`src/rtl/wdog_pkg.sv`:
```
package wdog_pkg;
  localparam int unsigned DATA_W   = 32;
  localparam int unsigned MASK_W   = 26;
  localparam int unsigned SEL_W    = 3;
  localparam logic [31:0] KEY      = 32'h0000_4755;

  localparam logic [SEL_W-1:0] OFS_COUNT   = 3'd0;
  localparam logic [SEL_W-1:0] OFS_RELOAD  = 3'd1;
  localparam logic [SEL_W-1:0] OFS_RESTART = 3'd2;
  localparam logic [SEL_W-1:0] OFS_CTRL    = 3'd3;
  localparam logic [SEL_W-1:0] OFS_TSTAT   = 3'd4;
  localparam logic [SEL_W-1:0] OFS_TCLR    = 3'd5;
  localparam logic [SEL_W-1:0] OFS_WIDTH   = 3'd6;
  localparam logic [SEL_W-1:0] OFS_MASK    = 3'd7;

  typedef enum logic [1:0] {
    SCOPE_SOC  = 2'd0,
    SCOPE_CHIP = 2'd1,
    SCOPE_CPU  = 2'd2,
    SCOPE_RSVD = 2'd3
  } scope_e;
endpackage

```
`src/rtl/wdog_down_counter.sv`:
```
module wdog_down_counter #(
  parameter int unsigned CNT_W   = 32,
  parameter logic [CNT_W-1:0] CNT_RST = '0
) (
  input  logic             clk,
  input  logic             rst_n,
  input  logic             run,
  input  logic             tick,
  input  logic             hold,
  input  logic             restart,
  input  logic [CNT_W-1:0] reload,
  output logic [CNT_W-1:0] count,
  output logic             expire
);
  logic [CNT_W-1:0] cnt_q, cnt_d;
  logic             step;
  logic             cnt_en;

  assign step = run && tick && !hold;

  always_comb begin
    cnt_d  = cnt_q;
    expire = 1'b0;
    if (restart) begin
      cnt_d = reload;
    end else if (step) begin
      if (cnt_q <= CNT_W'(1)) begin
        cnt_d  = reload;
        expire = 1'b1;
      end else begin
        cnt_d = cnt_q - CNT_W'(1);
      end
    end
  end

  assign cnt_en = restart || step;

  always_ff @(posedge clk or negedge rst_n) begin
    if (!rst_n)      cnt_q <= CNT_RST;
    else if (cnt_en) cnt_q <= cnt_d;
  end

  assign count = cnt_q;

  assert_dec_R4: assert property (@(posedge clk) disable iff (!rst_n)
    (step && !restart && cnt_q > CNT_W'(1)) |=> (cnt_q == $past(cnt_q) - CNT_W'(1)));
  assert_hold_R4: assert property (@(posedge clk) disable iff (!rst_n)
    (!restart && !step) |=> $stable(cnt_q));
  assert_restart_R3: assert property (@(posedge clk) disable iff (!rst_n)
    restart |=> (cnt_q == $past(reload)));
endmodule

```
`src/rtl/wdog_pulse_gen.sv`:
```
module wdog_pulse_gen
  import wdog_pkg::*;
#(
  parameter int unsigned WID_W = 8
) (
  input  logic              clk,
  input  logic              rst_n,
  input  logic              fire,
  input  logic [WID_W-1:0]  width,
  input  logic [1:0]        mode_in,
  input  logic [MASK_W-1:0] mask_in,
  output logic              req,
  output logic [1:0]        mode_out,
  output logic [MASK_W-1:0] mask_out,
  output logic              done
);
  logic [WID_W-1:0] left_q, left_d;
  logic [1:0]       mode_q;
  logic             busy;

  assign busy = (left_q != '0);
  assign done = (left_q == WID_W'(1));

  always_comb begin
    left_d = left_q;
    if (fire)      left_d = (width == '0) ? WID_W'(1) : width;
    else if (busy) left_d = left_q - WID_W'(1);
  end

  always_ff @(posedge clk or negedge rst_n) begin
    if (!rst_n)             left_q <= '0;
    else if (fire || busy)  left_q <= left_d;
  end

  always_ff @(posedge clk or negedge rst_n) begin
    if (!rst_n)    mode_q <= SCOPE_SOC;
    else if (fire) mode_q <= mode_in;
  end

  assign req      = busy;
  assign mode_out = mode_q;
  assign mask_out = (busy && mode_q == SCOPE_SOC) ? mask_in : '0;

  assert_start_R6: assert property (@(posedge clk) disable iff (!rst_n)
    fire |=> req);
  assert_idle_fire_R6: assert property (@(posedge clk) disable iff (!rst_n)
    fire |-> !req);
  assert_scope_mask_R8: assert property (@(posedge clk) disable iff (!rst_n)
    (mask_out != '0) |-> (req && mode_out == SCOPE_SOC));
endmodule

```
`src/rtl/wdog_regfile.sv`:
```
module wdog_regfile
  import wdog_pkg::*;
#(
  parameter int unsigned ADDR_W  = 5,
  parameter int unsigned WID_W   = 8,
  parameter logic [DATA_W-1:0] RELOAD_RST = 32'h0000_1000,
  parameter logic [WID_W-1:0]  WIDTH_RST  = WID_W'(4)
) (
  input  logic              clk,
  input  logic              rst_n,
  input  logic [ADDR_W-1:0] addr,
  input  logic              we,
  input  logic [DATA_W-1:0] wdata,
  output logic [DATA_W-1:0] rdata,
  input  logic [DATA_W-1:0] count,
  input  logic              expire,
  input  logic              pulse_done,
  output logic              run,
  output logic              restart,
  output logic              fire,
  output logic [DATA_W-1:0] reload,
  output logic [WID_W-1:0]  width,
  output logic [1:0]        mode,
  output logic [MASK_W-1:0] mask
);
  logic [SEL_W-1:0] sel;
  logic en_q, en_d, rsten_q, boot_q, tout_q, tout_d;
  logic [1:0] mode_q;
  logic [DATA_W-1:0] reload_q;
  logic [WID_W-1:0]  width_q;
  logic [MASK_W-1:0] mask_q;
  logic wr_ctrl, wr_reload, wr_width, wr_mask, wr_clr;

  assign sel       = addr[SEL_W+1:2];
  assign wr_ctrl   = we && (sel == OFS_CTRL);
  assign wr_reload = we && (sel == OFS_RELOAD);
  assign wr_width  = we && (sel == OFS_WIDTH);
  assign wr_mask   = we && (sel == OFS_MASK);
  assign wr_clr    = we && (sel == OFS_TCLR) && wdata[0];
  assign restart   = we && (sel == OFS_RESTART) && (wdata == KEY);

  always_comb begin
    en_d = en_q;
    if (wr_ctrl)    en_d = wdata[0];
    if (pulse_done) en_d = 1'b0;
    tout_d = tout_q;
    if (wr_clr)     tout_d = 1'b0;
    if (expire)     tout_d = 1'b1;
  end

  always_ff @(posedge clk or negedge rst_n) begin
    if (!rst_n) begin
      en_q <= 1'b0; rsten_q <= 1'b0; mode_q <= SCOPE_SOC; boot_q <= 1'b0;
    end else begin
      if (wr_ctrl || pulse_done) en_q <= en_d;
      if (wr_ctrl) begin
        rsten_q <= wdata[1];
        mode_q  <= wdata[6:5];
        boot_q  <= wdata[7];
      end
    end
  end

  always_ff @(posedge clk or negedge rst_n) begin
    if (!rst_n)                 tout_q <= 1'b0;
    else if (wr_clr || expire)  tout_q <= tout_d;
  end

  always_ff @(posedge clk or negedge rst_n) begin
    if (!rst_n) begin
      reload_q <= RELOAD_RST; width_q <= WIDTH_RST; mask_q <= '0;
    end else begin
      if (wr_reload) reload_q <= wdata;
      if (wr_width)  width_q  <= wdata[WID_W-1:0];
      if (wr_mask)   mask_q   <= wdata[MASK_W-1:0];
    end
  end

  always_comb begin
    rdata = '0;
    unique case (sel)
      OFS_COUNT:  rdata = count;
      OFS_RELOAD: rdata = reload_q;
      OFS_CTRL:   rdata = {24'd0, boot_q, mode_q, 1'b1, 2'b00, rsten_q, en_q};
      OFS_TSTAT:  rdata = {31'd0, tout_q};
      OFS_WIDTH:  rdata = DATA_W'(width_q);
      OFS_MASK:   rdata = DATA_W'(mask_q);
      default:    rdata = '0;
    endcase
  end

  assign run    = en_q;
  assign fire   = expire && rsten_q && (mode_q != SCOPE_RSVD);
  assign reload = reload_q;
  assign width  = width_q;
  assign mode   = mode_q;
  assign mask   = mask_q;

  assert_en_drop_R9: assert property (@(posedge clk) disable iff (!rst_n)
    pulse_done |=> !en_q);
  assert_flag_set_R6: assert property (@(posedge clk) disable iff (!rst_n)
    expire |=> tout_q);
  assert_flag_sticky_R11: assert property (@(posedge clk) disable iff (!rst_n)
    (tout_q && !wr_clr) |=> tout_q);
endmodule

```
`src/rtl/wdog_core.sv`:
```
module wdog_core
  import wdog_pkg::*;
#(
  parameter int unsigned ADDR_W = 5,
  parameter int unsigned WID_W  = 8
) (
  input  logic              clk,
  input  logic              rst_n,
  input  logic [ADDR_W-1:0] bus_addr,
  input  logic              bus_we,
  input  logic [31:0]       bus_wdata,
  output logic [31:0]       bus_rdata,
  input  logic              tick_1us,
  output logic              rst_req,
  output logic [1:0]        rst_mode,
  output logic [25:0]       rst_mask
);
  localparam logic [DATA_W-1:0] RELOAD_RST = 32'h0000_1000;

  logic [DATA_W-1:0] count, reload;
  logic [WID_W-1:0]  width;
  logic [1:0]        mode;
  logic [MASK_W-1:0] mask;
  logic run, restart, fire, expire, pulse_done;

  wdog_regfile #(.ADDR_W(ADDR_W), .WID_W(WID_W), .RELOAD_RST(RELOAD_RST)) u_regs (
    .clk(clk), .rst_n(rst_n), .addr(bus_addr), .we(bus_we), .wdata(bus_wdata),
    .rdata(bus_rdata), .count(count), .expire(expire), .pulse_done(pulse_done),
    .run(run), .restart(restart), .fire(fire), .reload(reload), .width(width),
    .mode(mode), .mask(mask)
  );

  wdog_down_counter #(.CNT_W(DATA_W), .CNT_RST(RELOAD_RST)) u_cnt (
    .clk(clk), .rst_n(rst_n), .run(run), .tick(tick_1us), .hold(rst_req),
    .restart(restart), .reload(reload), .count(count), .expire(expire)
  );

  wdog_pulse_gen #(.WID_W(WID_W)) u_pulse (
    .clk(clk), .rst_n(rst_n), .fire(fire), .width(width), .mode_in(mode),
    .mask_in(mask), .req(rst_req), .mode_out(rst_mode), .mask_out(rst_mask),
    .done(pulse_done)
  );
endmodule

```
`config.mk`:
```
export PLATFORM = sky130hd
export DESIGN_NAME = wdog_core
export DESIGN_NICKNAME = d
export VERILOG_FILES = /design/src/rtl/wdog_pkg.sv /design/src/rtl/wdog_down_counter.sv /design/src/rtl/wdog_pulse_gen.sv /design/src/rtl/wdog_regfile.sv /design/src/rtl/wdog_core.sv
export SDC_FILE = /design/constraint.sdc
export NUM_CORES = 1
export LEC_CHECK = 0
export ABC_AREA = 1
export BUFFER_PORTS_ARGS = -buffer_cell sky130_fd_sc_hd__buf_2
export CAP_MARGIN = 20
export CORE_MARGIN = 2
export CORE_UTILIZATION = 35
export CTS_CLUSTER_DIAMETER = 60
export CTS_CLUSTER_SIZE = 16
export DETAILED_ROUTE_END_ITERATION = 16
export HOLD_SLACK_MARGIN = 0.03
export PLACE_DENSITY = 0.55
export SLEW_MARGIN = 10
export SYNTH_ARGS = -nofsm -noshare
export SYNTH_HDL_FRONTEND = slang
export SYNTH_SLANG_ARGS = --single-unit
export TNS_END_PERCENT = 50
```
`constraint.sdc`:
```
create_clock -name clk -period 2.71 [get_ports clk]
set_clock_uncertainty 0.1 [all_clocks]
set_input_delay 0.542 -clock clk [delete_from_list [all_inputs] [get_ports clk]]
set_output_delay 0.542 -clock clk [all_outputs]
set_load 0.03 [all_outputs]
```
==> impl_metrics.json <==
{
  "status": "completed",
  "place_area_mm2": 0.00787,
  "grtUsageTotal_pct": 22.0,
  "gp_congestion": 0.890,
  "slew-limit-headroom_pct": 64.4,
  "synth.mux.area_fraction_pct": 0,
  "dieWidth_um": 146,
  "synthDistinctLibCells": 37,
  "synth_nets": 1037,
  "cts_sinks": 114,
  "synthArstFlopShare_pct": 100,
  "cts_tree": "yes",
  "chipHeight_um": 146,
  "stdcell_area_mm2": 0.00856,
  "critPathMaxFanout": 13,
  "via_per_inst": 4.95,
  "critPathMaxStageDelay_ns": 0.38,
  "period_needed_ns": 2.64,
  "p_leak_nw": 4.33,
  "yosysWarnings": 0,
  "setup_viol": 0,
  "layout_commonest_cell": "nand2_1",
  "final_cell_mix": "nand2_1, inv_1, nor2_1",
  "synth_compound_area_share_pct": 14.0,
  "io_pins": 102,
  "area_delta_synth_final_pct": 21.8,
  "overflow": 0,
  "wl_per_cell_um": 16.7,
  "nFillCells": 2059,
  "worst_slew_pin_slew_ns": 0.532,
  "synth-xor-area-share_pct": 2.25,
  "path_delay_family": "buffers and inverters",
  "critPathRequiredTime_ns": 2.07,
  "portBuffers": 99,
  "crit_slowest_cell": "dfrtp_1",
  "fin_crit_sh_pct": 97.3,
  "hold_class": "in2reg",
  "rows": 51,
  "synth_top_area_share_pct": 39.6,
  "ys_ff_latch": 114,
  "power.density_mw_per_mm2": 632,
  "synth_top_family_by_area": "simple AND/OR/NAND/NOR gates",
  "post-dp-hpwl_mm": 17.3,
  "arrival_ns": 2.00,
  "drive_above_1_share_pct": 18.8,
  "crit_buf_inv": 4,
  "ant_nets": 0,
  "grt_pass1_wl_mm": 36.5,
  "path_cells": "inv_2, ha_2, nand2_2, nor2_4, inv_2, nand2_4, clkbuf_16, nor2_1, clkbuf_4",
  "cts_root_buf": "clkbuf_16",
  "critPathLaunchType": "flip-flop",
  "max-clock-path-buffers": 2,
  "vias": 6813,
  "seqCellArea_mm2": 0.00286,
  "synthCells": 992,
  "path_common_cell": "inv_2",
  "clock_latency_ns": 0.43,
  "critical_path_class": "reg2out",
  "rrSetupSlack_ns": 0.44,
  "antenna_found_initial": 0,
  "synthFlopType": "dfrtp_1",
  "max_cap_violations": 0,
  "avgSynthCellArea_um2": 7.08,
  "coreArea_mm2": 0.0196,
  "drc": 0,
  "yosysSeqAreaShare_pct": 40.7,
  "grt_pass1_vias": 6436,
  "max_freq_ghz": 0.379,
  "yosys.area.top_type": "dfrtp_1",
  "path_clk_slew_ns": 0.06,
  "syn_area_mm2": 0.00702,
  "power.total_mw": 5.41,
  "finalMaxSlewViolations": 0,
  "ir_drop_v": 0.000413,
  "cts.htree.levels": 4,
  "finalWirelength_mm": 23.0,
  "synth-simple-area-share_pct": 31.3,
  "critPathCaptureType": "output port",
  "antenna_cells": 0,
  "initial_core_util_pct": 35.8,
  "dr.pass1.iters": 5,
  "final_nets": 1142,
  "synth_edf_count": 0,
  "cts_buffers": 17,
  "grt_max_degree": 53,
  "post-cts-setup-buffer-count": 0,
  "drtIter0Drc": 542,
  "synth-adder-area-share_pct": 0.713,
  "dieArea_mm2": 0.0212,
  "ys_top_cells_by_area": "dfrtp_1, nand2_1, inv_1",
  "hold_violations": 0,
  "multiInputGateArea_mm2": 0.00340
}
==> cell families after synthesis <==
family,Yosys count
and+or+nand+nor,496
buffers and inverters,195
AOI/OAI and AO/OA,165
DFF,114
xor gates and xnor gates,18
adders and majority gates,4
==> worst min-delay path, cell delays in order <==
cell and delay [ns]:
buf_2 0.10, inv_1 0.05, o21ai_0 0.08
==> routing by layer <==
| metal | vias up | GRT usage, % | share of wire (%) |
|---|---|---|---|
| met1 | 3204 | 33.0 | 50 |
| li1 | 3390 | - | - |
| met2 | 191 | 32.4 | 44 |
| met5 | - | 0 | 0 |
| met3 | 28 | 3.89 | 4.2 |
| met4 | 0 | 6.03 | 1.8 |
==> where the power goes <==
group / leakage, nW / internal [mW] / switching [mW]
registers: 1.37 / 1.91 / 0.166
clock network: 0.300 / 1.49 / 0.892
logic: 2.65 / 0.288 / 0.667
total: 4.33 / 3.68 / 1.72
==> metrics by stage <==
stage	hold WS, ns	utilization (%)	instances	setup WS [ns]	TNS, ns
after CTS	0.296	43.4	1374	0.0101	0
after detailed placement	0.373	40.2	1341	0.220	0
after global routing	0.310	43.7	1375	-0.00794	-0.00794
after floorplan	0.146	-	992	0.145	0
after global placement	0.366	40.2	1341	0.231	0
final	0.300	43.7	1375	0.0722	0
==> state kept, by name (all words and copies together), names as in the netlist <==
signal / count
u_regs.width: 8
u_cnt.count: 32
u_pulse.mode_out: 2
u_regs.boot_q: 1
u_regs.mask: 26
u_regs.rsten_q: 1
u_regs.mode: 2
u_regs.run: 1
u_pulse.left_q: 8
u_regs.reload: 32
u_regs.tout_q: 1
==> synthesized netlist by cell type, drive strengths merged, types with 15 or more instances <==
cell,n
nor2,133
nand3,55
nand4,21
a21oi,17
nand2,275
o22ai,15
dfrtp,111
clkbuf,21
o221ai,24
o21ai,99
inv,162
xor2,18
==> final timing paths <==
path,depth (start not counted),start,to
max,9,u_pulse.left_q[0],rst_mask[2]
min in group asynchronous,2,rst_n,u_regs.mask[5]
min reg2reg,2,u_regs.reload[4],u_regs.reload[4]
max in group asynchronous,3,rst_n,u_regs.reload[12]
max reg2reg,12,u_cnt.count[0],u_cnt.count[18]
min,3,bus_wdata[19],u_regs.mask[19]
==> what timing repair did <==
action,4_1_cts,5_1_grt
endpoints found under the setup margin,23,26
gates resized for setup,2,13
hold buffers,1,0
hold endpoints to repair,34,0
cloned,0,1
==> layout make-up <==
class | count | area share (%)
clock buffers | 19 | 5.18
clock inverters | 13 | 2.05
inverters | 162 | 7.14
multi-input cells | 683 | 39.8
flip-flops and latches | 114 | 33.4
well taps | 265 | 3.88
repair buffers | 119 | 8.60
Power figures use the tool's default switching activity.
